`src/rtl/recharge_timer.sv`:
```
module recharge_timer #(
  parameter int CNT_W = 16,
  parameter int MAN_W = 5,
  parameter int EXP_W = 3,
  parameter int HIST_W = 4
) (
  input  logic              clk,
  input  logic              rst,
  input  logic              tick,
  input  logic [1:0]        mode,
  input  logic [MAN_W-1:0]  per_man,
  input  logic [EXP_W-1:0]  per_exp,
  input  logic [MAN_W-1:0]  max_man,
  input  logic [EXP_W-1:0]  max_exp,
  input  logic              supply_ok,
  input  logic              stat_wr,
  output logic              recharge,
  output logic [HIST_W-1:0] sample_hist,
  output logic [CNT_W-1:0]  max_gap
);
  localparam logic [CNT_W-1:0] ONE = CNT_W'(1);
  localparam logic [CNT_W-1:0] TOP = {CNT_W{1'b1}};

  logic [CNT_W-1:0] cnt_q, cur_q;
  logic [CNT_W:0]   elapsed, grown;
  logic [CNT_W-1:0] per_fix, per_top, step, gap_sat;
  logic             fire;

  assign per_fix = (CNT_W'(per_man) + ONE) << per_exp;
  assign per_top = (CNT_W'(max_man) + ONE) << max_exp;
  assign step    = ONE << per_exp;
  assign elapsed = {1'b0, cnt_q} + {{CNT_W{1'b0}}, 1'b1};
  assign grown   = {1'b0, cur_q} + {1'b0, step};
  assign gap_sat = elapsed[CNT_W] ? TOP : elapsed[CNT_W-1:0];

  always_comb begin
    fire = 1'b0;
    if (tick) begin
      case (mode)
        2'd1:    fire = elapsed >= {1'b0, per_fix};
        2'd2:    fire = elapsed >= {1'b0, cur_q};
        2'd3:    fire = !supply_ok;
        default: fire = 1'b0;
      endcase
    end
  end

  always_ff @(posedge clk) begin
    if (rst) begin
      cnt_q       <= '0;
      cur_q       <= ONE;
      sample_hist <= '0;
      max_gap     <= '0;
      recharge    <= 1'b0;
    end else begin
      recharge <= fire;
      if (tick)
        cnt_q <= fire ? '0 : (cnt_q == TOP ? cnt_q : cnt_q + ONE);
      if (fire)
        sample_hist <= {sample_hist[HIST_W-2:0], supply_ok};
      if (stat_wr)
        max_gap <= '0;
      else if (fire && supply_ok && elapsed > {1'b0, max_gap})
        max_gap <= gap_sat;
      if (mode != 2'd2)
        cur_q <= per_fix;
      else if (fire) begin
        if (supply_ok)
          cur_q <= (grown > {1'b0, per_top}) ? per_top : grown[CNT_W-1:0];
        else
          cur_q <= (cur_q > step) ? cur_q - step : ONE;
      end
    end
  end
endmodule

```
`config.mk`:
```
export PLATFORM = sky130hd
export DESIGN_NAME = recharge_timer
export DESIGN_NICKNAME = d
export VERILOG_FILES = /design/src/rtl/recharge_timer.sv
export SDC_FILE = /design/constraint.sdc
export NUM_CORES = 1
export LEC_CHECK = 0
export ABC_CLOCK_PERIOD_IN_PS = 6050
export BUFFER_PORTS_ARGS = -buffer_cell sky130_fd_sc_hd__buf_2
export CAP_MARGIN = 25
export CORE_ASPECT_RATIO = 0.9
export CORE_MARGIN = 2
export CORE_UTILIZATION = 45
export CTS_CLUSTER_SIZE = 40
export DETAILED_ROUTE_END_ITERATION = 7
export GPL_TIMING_DRIVEN = 0
export PLACE_DENSITY_LB_ADDON = 0.25
export SYNTH_ARGS = -nofsm -noshare
export SYNTH_HDL_FRONTEND = slang
export SYNTH_SLANG_ARGS = --single-unit
export TNS_END_PERCENT = 100
```
`constraint.sdc`:
```
create_clock -name clk -period 6.05 [get_ports clk]
set_input_delay 0.3025 -clock clk [delete_from_list [all_inputs] [get_ports clk]]
set_output_delay 0.3025 -clock clk [all_outputs]
set_load 0.02 [all_outputs]
```
==> impl_metrics.ini, run 1 <==
[synth]
ys.flop_type = dfxtp_1
synth_cells = 784
yosysUniqueCellTypes = 80
synth-xor-area-share = 0.07692
synth-edff-count = 0
ys_ff_latch = 53
synthArstFlopShare = 0
synth_top_family_by_area = compound AO/OA/AOI/OAI gates
synthMuxAreaShare = 0.02384
yosysWarnings = 0
synthAdderAreaFrac = 0.1684
synth_area_um2 = 6035
synth-seq-area-share = 0.1758
syn_area_per_cell_um2 = 7.697
synthSimpleGateAreaFrac = 0.2223
synthesis.nets = 887
synth_compound_area_frac = 0.2592

[die]
core_um2 = 13210
dieArea_um2 = 14350
top_level_ports = 44
rows = 40
initial_core_util = 0.4567
die_y_um = 113.9
die_w_um = 126.1

[placement]
dp_hpwl_um = 14070
placed_cells = 992
dpl-instance-area_um2 = 6445
dp_slack_ns = 0.6529
io_buffer_count = 40
gp_congestion = 0.9762

[clock_tree]
root_buffer = clkbuf_16
cts_setup_buffers = 0
cts_tree = done
cts.sinks = 53
h-tree-depth = 2
cts_resized = 0
ctsHoldBuffers = 0
clk_pin_slew_ns = 0.07
clockBufferDepth = 2
numCtsBuffers = 5
clk_latency_ns = 0.30

[cells_and_area]
diodes = 0
stdcell_count = 1000
area_delta_synth_final_pct = 9.372
nNetsFinal = 934
fin_area_um2 = 6600
final_layout_size_suffix_gt1_frac = 0.1142

[worst_setup_path]
end_kind = flop
cp.depth = 18
r2r_slack_ns = 1.15
rr_worst_depth = 15
timing.rr.start = cur_q[1]
critPathTopFamily = compound AO/OA/AOI/OAI gates
required_ns = 6.27
path_buf_inv = 3
start_kind = input pin
critPathKind = input pin to flop
critPathSlowestCell = o311ai_1
crit_chain = clkbuf_1 -> clkbuf_1 -> nor3_1 -> ha_1 -> nor2b_1 -> o311ai_1 -> nand2_1 -> a221oi_1 -> xor2_1 -> ha_1 -> nand4_1 -> nor3_1 -> a2111oi_0 -> o311ai_0 -> nor2_1 -> buf_2 -> nand3_1 -> a31oi_1
cp-startpoint = per_exp[1]
r2r_end = cur_q[9]
cp_max_fo = 10
cpPeakStageDelay_ns = 0.70
cp.arrival_ns = 5.51

[sta]
setup_viol = 0
max-slew-margin-rel = 0.4318
tightest_slew_ns = 0.8390
period_needed_ns = 5.295
setup_ws_ns = 0.7551
finalClockSkew_ns = 0.004006
drv_slew = 0
rsz0062_at_grt = false
tns_ns = 0
fmax_mhz = 188.9
finalCritPeriodShare = 0.8752
hold_viol_final = 0

[power_and_ir_drop]
finalPower_mw = 1.123
peakVddDrop_mv = 0.09061
power_leakage_nw = 2.729
power_density_nw_per_um2 = 170.1

[drt]
routed_wirelength_um = 17230
first_pass_iters = 5
drc = 0
num_vias = 5936
viasPerCell = 5.936
wire_per_inst_um = 17.23
drtIter0Drc = 517
drtAntennaViolNets = 0

[run_status]
run_status = completed

[grt]
grt_overflow_total = 0
antenna_found_initial = 0
grt_pass1_wl_um = 27370
grt_pass1_vias = 5176
grt_util_all_layers = 0.2362
grt_max_degree = 18

[job]
cap_viol_max_count = 0

[hold_path]
hp-start = stat_wr
hold_class = input pin to flop
hold_path_depth = 4
holdPathEnd = max_gap[14]
registers in the layout, indices dropped and copies added (netlist names):
register     flops
max_gap         16
recharge         1
cur_q           16
cnt_q           16
sample_hist      4
how the worst max path moves through the flow:
stage / to / slack [ns]
floorplan: cur_q[3] / 1.72
global placement: cur_q[9] / 0.59
detailed placement: cur_q[9] / 0.65
CTS: cur_q[9] / 0.93
global route: cur_q[9] / 0.31
finish: cur_q[9] / 0.76
Yosys cell counts, types with 4 or more instances:
cell type,count,share of area
a22oi_1,4,0.0050
xor2_1,20,0.029
nor2_1,62,0.039
xnor2_1,33,0.048
clkbuf_1,27,0.017
a221oi_1,11,0.016
a221o_1,7,0.012
nand2_1,55,0.034
o31a_1,6,0.0087
dfxtp_1,53,0.18
o21a_1,4,0.0050
a21boi_0,5,0.0062
or2_2,12,0.012
ha_1,78,0.16
a211oi_1,7,0.0087
a31oi_1,11,0.011
mux2i_1,11,0.018
a21oi_1,36,0.030
and4_1,4,0.0058
nor3_1,34,0.028
o21ai_0,35,0.029
nor4_1,5,0.0052
nand4_1,15,0.016
a221oi_2,10,0.025
o311ai_0,5,0.0073
nand3_1,35,0.029
or3_1,12,0.012
nand2b_1,6,0.0062
nor2b_1,9,0.0093
o32ai_1,6,0.0087
buf_2,7,0.0058
a21o_1,6,0.0075
inv_1,71,0.044
and3_1,8,0.0083
a311oi_1,4,0.0058
o211ai_1,5,0.0062
placed cells by master (no fill, tap or decap), types with 5 or more instances in the layout:
cell,n
and3_1,8
a21boi_0,5
dfxtp_1,53
ha_1,78
o32ai_1,6
clkbuf_16,5
nor4_1,5
o211ai_1,5
a221o_1,7
buf_2,47
mux2i_1,11
nor3_1,34
a21oi_1,36
or2_2,12
a21o_1,6
a221oi_1,11
a31oi_1,11
o311ai_0,5
inv_1,71
nand4_1,15
nor2b_1,9
a221oi_2,10
xor2_1,20
nand2b_1,6
o21ai_0,35
a211oi_1,7
xnor2_1,33
nor2_1,62
nand3_1,35
clkbuf_1,27
nand2_1,55
o31a_1,6
or3_1,12
metrics by stage:
| stage | util | hold WS [ns] |
|---|---|---|
| after detailed placement | 0.4878 | 0.4642 |
| after floorplan | - | 0.4746 |
| after CTS | 0.4995 | 0.3215 |
| final | 0.4995 | 0.3273 |
| after global placement | 0.4878 | 0.4509 |
| after global routing | 0.4995 | 0.3444 |
logic make-up (layout without fill, tap and decap cells):
| kind of cell | Yosys count | count (layout) |
|---|---|---|
| simple gates | 270 | 270 |
| flops | 53 | 53 |
| mux | 14 | 14 |
| buf+inv | 110 | 158 |
| compound gates | 204 | 204 |
| xor+xnor | 53 | 53 |
| fa+ha+maj | 80 | 80 |
where the power goes:
group	internal, mW	leakage (nW)	switching, mW
Clock	0.167	0.0735	0.143
Combinational	0.164	2.23	0.275
Sequential	0.360	0.430	0.0143
routing by layer:
layer | part of all wire | GRT usage | vias up | wire length [µm]
met5 | 0 | 0 | - | 0
met2 | 0.40 | 0.3362 | 205 | 6908
li1 | - | - | 2993 | -
met4 | 0.012 | 0.05128 | 0 | 206
met3 | 0.071 | 0.03518 | 17 | 1224
met1 | 0.52 | 0.3714 | 2721 | 8886
tightest hold or removal path: cells and delay by family:
family	cells	cell delay (ns)
AND/OR/NAND/NOR	2	0.12
multiplexers	1	0.06
buffers and inverters	1	0.10
area by class of cell:
class | count | area [µm²]
fillers | 1364 | 6613
clock inverters | 2 | 16.27
well taps | 168 | 210.2
clock buffers | 6 | 138.9
flip-flops and latches | 53 | 1061
repair buffers | 40 | 200.2
multi-input cells | 621 | 4529
plain buffers | 38 | 173.9
inverters | 72 | 270.3
No activity file was read; power rests on OpenSTA's default activity.
==> run 2, diff against run 1 <==
Settings changed: ABC_CLOCK_PERIOD_IN_PS 6050 to 4400.
Clock period 6.05 ns to 4.4 ns, I/O delays scaled along.
==> run 2 against run 1 <==
Effect of this change: cell count down 0.20%; sequential share of layout area shrank 0.23 points; die area unchanged; critical endpoint unchanged; largest cell class unchanged; largest power group unchanged; highest routed layer unchanged.
==> impl_metrics.ini, run 2 (synthesis results as in run 1) <==
[clock_tree]
cts_tree = done
h-tree-depth = 2
numCtsBuffers = 5
clk_pin_slew_ns = 0.08
clockBufferDepth = 2
clk_latency_ns = 0.30
cts.sinks = 53
root_buffer = clkbuf_16

[worst_setup_path]
cp-startpoint = per_exp[1]
timing.rr.start = cnt_q[0]
start_kind = input pin
cp.arrival_ns = 4.39
r2r_end = max_gap[12]
rr_worst_depth = 13
end_kind = flop
critPathKind = input pin to flop
cp_max_fo = 10
r2r_slack_ns = 0.32
required_ns = 4.61

[drt]
viasPerCell = 5.992
drc = 0
num_vias = 5980
wire_per_inst_um = 17.44
first_pass_iters = 5
drtAntennaViolNets = 0
routed_wirelength_um = 17410
drtIter0Drc = 516

[power_and_ir_drop]
power_leakage_nw = 2.751
power_density_nw_per_um2 = 234.1
peakVddDrop_mv = 0.1242
finalPower_mw = 1.569

[cells_and_area]
fin_util = 0.5073
regArea_um2 = 1062
area_delta_synth_final_pct = 11.07
multi_input_area_um2 = 4624
final_cell_mix = ha_1, inv_1, nor2_1
nNetsFinal = 932
final_layout_size_suffix_gt1_frac = 0.1373
layout_commonest_cell = ha_1
reg.largest.list = cnt_q (16), cur_q (16), max_gap (16)
fin_area_um2 = 6703
fill_cells = 1350
diodes = 0

[sta]
finalClockSkew_ns = 0.004251
setup_viol = 0
setup_ws_ns = 0.2207
finalCritPeriodShare = 0.9498
max-slew-margin-rel = 0.4443
drv_slew = 0
hold_viol_final = 0
fmax_mhz = 239.3
tightest_slew_ns = 0.8229
period_needed_ns = 4.179
tns_ns = 0
rsz0062_at_grt = true

[placement]
dp_slack_ns = -0.9146
dp_hpwl_um = 14070
dpl-instance-area_um2 = 6445
gp_congestion = 0.9762
io_buffer_count = 40

[hold_path]
hold_path_depth = 4
hold_class = input pin to flop
hp-start = stat_wr
holdPathEnd = max_gap[14]

[die]
rows = 40
core_um2 = 13210
die_w_um = 126.1
top_level_ports = 44
initial_core_util = 0.4567
dieArea_um2 = 14350
die_y_um = 113.9

[grt]
grt_pass1_vias = 5215
grt_max_degree = 18
grt_pass1_wl_um = 27520
antenna_found_initial = 0
grt_overflow_total = 0
grt_util_all_layers = 0.2375

[job]
cap_viol_max_count = 0

[run_status]
run_status = completed
==> run 2: changes by cell type in the layout (fill, tap and decap cells not counted), moves of 2 or more <==
cell,change
ha_1,-2
clkbuf_4,+2
ha_2,+2
nor3_1,-2
clkbuf_2,+3
clkbuf_1,-7
==> run 2: power breakdown <==
| part | switching [mW] | internal [mW] |
|---|---|---|
| Clock | 0.200 | 0.229 |
| Combinational | 0.387 | 0.238 |
| Sequential | 0.0198 | 0.495 |
==> run 2: repair_timing <==
action / 4_1_cts / 5_1_grt
hold buffers: 0 / 0
setup endpoints to repair: 23 / 51
pin swaps: 1 / 2
resized for setup: 9 / 21
buffers inserted: 1 / 0
cloned: 0 / 0
==> run 2: worst max path at each step <==
| stage | end | slack (ns) |
|---|---|---|
| finish | cur_q[9] | 0.22 |
| global route | cur_q[9] | -0.03 |
| CTS | cur_q[9] | 0.07 |
| detailed placement | cur_q[9] | -0.91 |
| global placement | cur_q[9] | -0.98 |
| floorplan | cur_q[3] | 0.15 |
==> run 2: metal layers <==
layer,share of wire,up-vias,global-route usage
met1,0.52,2760,0.3737
met4,0.012,0,0.05055
met5,0,-,0
met3,0.067,19,0.03236
li1,-,2990,-
met2,0.40,211,0.3405
==> run 2: final cells by class <==
class	instances	share of cell area
multi-input cells	621	0.6899
flip-flops and latches	53	0.1585
inverters	72	0.04032
well taps	168	0.03136
repair buffers	41	0.03099
plain buffers	35	0.02576
clock buffers	6	0.02072
clock inverters	2	0.002427
==> run 2: worst max-delay path, stage by stage <==
cell and delay (ns):
clkbuf_2 0.17, clkbuf_4 0.24, nand3_1 0.18, ha_1 0.31, clkbuf_1 0.22, o31a_1 0.41
a41oi_2 0.26, nand2_1 0.12, xnor2_1 0.16, ha_1 0.34, nand4_1 0.22, or4_1 0.45
nand2_1 0.11, o311ai_2 0.15, nor2_1 0.22, clkbuf_4 0.25, nand3_1 0.09, a31oi_1 0.25
==> run 2: per-stage QoR <==
| step | hold WS, ns | cells |
|---|---|---|
| after floorplan | 0.4133 | 784 |
| after global placement | 0.4509 | 992 |
| after detailed placement | 0.4642 | 992 |
| after CTS | 0.2390 | 998 |
| after global routing | 0.2619 | 998 |
| final | 0.2430 | 998 |
==> run 3, diff against run 2 <==
Settings changed: CORE_UTILIZATION 45 to 40.
==> run 3 against run 2 <==
Effect of this change: clock-buffer cell count decreased by 1; core utilization fell by 4.4 points; sequential share of layout area shrank 0.26 points; sequential power barely moved; via count is 1.3% higher; worst setup slack better by 0.042 ns; combinational power grew 2%; non-clock buffer count is 5 higher; maximum frequency increased by 1.0%; critical path type unchanged; largest cell class unchanged.
==> impl_metrics.ini, run 3 (synthesis results as in run 1) <==
[placement]
io_buffer_count = 40
gp_congestion = 0.8686
dp_hpwl_um = 14480
dp_slack_ns = -0.9725

[hold_path]
holdPathEnd = max_gap[14]
hold_class = input pin to flop
hp-start = stat_wr
hold_path_depth = 4

[cells_and_area]
diodes = 0
nNetsFinal = 937
layout_commonest_cell = ha_1
multi_input_area_um2 = 4633
regArea_um2 = 1062
area_delta_synth_final_pct = 12.92
final_layout_size_suffix_gt1_frac = 0.1485
final_cell_mix = ha_1, inv_1, nor2_1
reg.largest.list = cnt_q (16), cur_q (16), max_gap (16)
fill_cells = 1543

[sta]
fmax_mhz = 241.7
period_needed_ns = 4.138
max-slew-margin-rel = 0.4157
setup_viol = 0
tns_ns = 0
hold_viol_final = 0
finalClockSkew_ns = 0.008115
setup_ws_ns = 0.2623
tightest_slew_ns = 0.8652
drv_slew = 0
finalCritPeriodShare = 0.9404

[worst_setup_path]
r2r_end = cur_q[11]
end_kind = flop
start_kind = input pin
cp.arrival_ns = 4.35
cp_max_fo = 9
required_ns = 4.61
critPathKind = input pin to flop
rr_worst_depth = 15
r2r_slack_ns = 0.32
timing.rr.start = cur_q[1]

[power_and_ir_drop]
power_leakage_nw = 2.788
peakVddDrop_mv = 0.1399
power_density_nw_per_um2 = 238.7

[die]
die_y_um = 120.5
dieArea_um2 = 16090
die_w_um = 133.5
rows = 42
initial_core_util = 0.4101
core_um2 = 14710
top_level_ports = 44

[drt]
first_pass_iters = 5
wire_per_inst_um = 17.42
routed_wirelength_um = 18000
drtAntennaViolNets = 0
num_vias = 6057
drtIter0Drc = 640
viasPerCell = 5.864
drc = 0

[clock_tree]
clk_pin_slew_ns = 0.08
cts.sinks = 53
clockBufferDepth = 2
clk_latency_ns = 0.30
numCtsBuffers = 5
h-tree-depth = 2
root_buffer = clkbuf_16
ctsHoldBuffers = 0
cts_tree = done

[grt]
grt_max_degree = 19
grt_util_all_layers = 0.2231
grt_pass1_vias = 5495
grt_pass1_wl_um = 28830
antenna_found_initial = 0
grt_overflow_total = 0

[job]
cap_viol_max_count = 0

[run_status]
run_status = completed
-- run 3: area by class of cell --
| class | instances | area share |
|---|---|---|
| buffer | 34 | 0.02479 |
| clock buffer | 5 | 0.01836 |
| clock inverter | 3 | 0.007345 |
| inverter | 72 | 0.04021 |
| multi-input combinational | 621 | 0.6799 |
| sequential | 53 | 0.1559 |
| tap | 198 | 0.03636 |
| timing repair buffer | 47 | 0.03709 |
-- run 3: metrics by stage --
stage | hold slack (ns) | std cells | util | cell area, µm² | total power, mW
after floorplan | 0.4133 | 784 | - | 6035 | 0.9537
after global placement | 0.4539 | 1022 | 0.4406 | 6482 | 1.111
after detailed placement | 0.4581 | 1022 | 0.4406 | 6482 | 1.111
after CTS | 0.2481 | 1028 | 0.4546 | 6689 | 1.597
after global routing | 0.2960 | 1033 | 0.4631 | 6814 | 1.724
final | 0.2485 | 1033 | 0.4631 | 6814 | 1.626
-- run 3: power by group --
group,internal (mW),total [mW],switching (mW)
clock,0.274,0.473,0.199
sequential,0.495,0.515,0.0198
combinational,0.244,0.638,0.395
-- run 3: repair_timing --
item                       in CTS  in global routing
resized for setup               9                 25
setup buffers                   1                  6
pin swaps                       1                  1
setup endpoints to repair      31                 52
-- run 3: worst max-delay path, stage by stage --
cell and delay, ns:
buf_2 0.17, clkinvlp_4 0.18, nor2_1 0.16, nand2_1 0.14, ha_1 0.30, buf_2 0.20, nor2_1 0.11, o311ai_4 0.12
nand2_1 0.16, a221oi_1 0.31, xor2_1 0.31, ha_1 0.22, nand4_1 0.15, nor3_1 0.28, a2111oi_2 0.10, o311ai_2 0.43
nor2_2 0.11, buf_4 0.18, or3_1 0.31, a31oi_1 0.18
-- run 3: worst max path at each step --
stage	startpoint	to	slack, ns	depth (start not counted)
2_1_floorplan	per_exp[1]	cur_q[3]	0.15	19
3_3_place_gp	per_exp[1]	cur_q[8]	-1.01	18
3_5_place_dp	per_exp[1]	cur_q[8]	-0.97	18
4_1_cts	cnt_q[0]	cur_q[12]	0.007	14
5_1_grt	per_exp[2]	cur_q[8]	-0.04	20
6_report	per_exp[2]	cur_q[11]	0.26	20
-- run 3: metal layers --
metal	wire [µm]	vias to the layer above	part of all wire	track usage
li1	-	2984	-	-
met1	9328	2862	0.52	0.3534
met2	7358	195	0.41	0.3189
met3	1151	16	0.064	0.03103
met4	159	0	0.0088	0.03923
met5	0	-	0	0
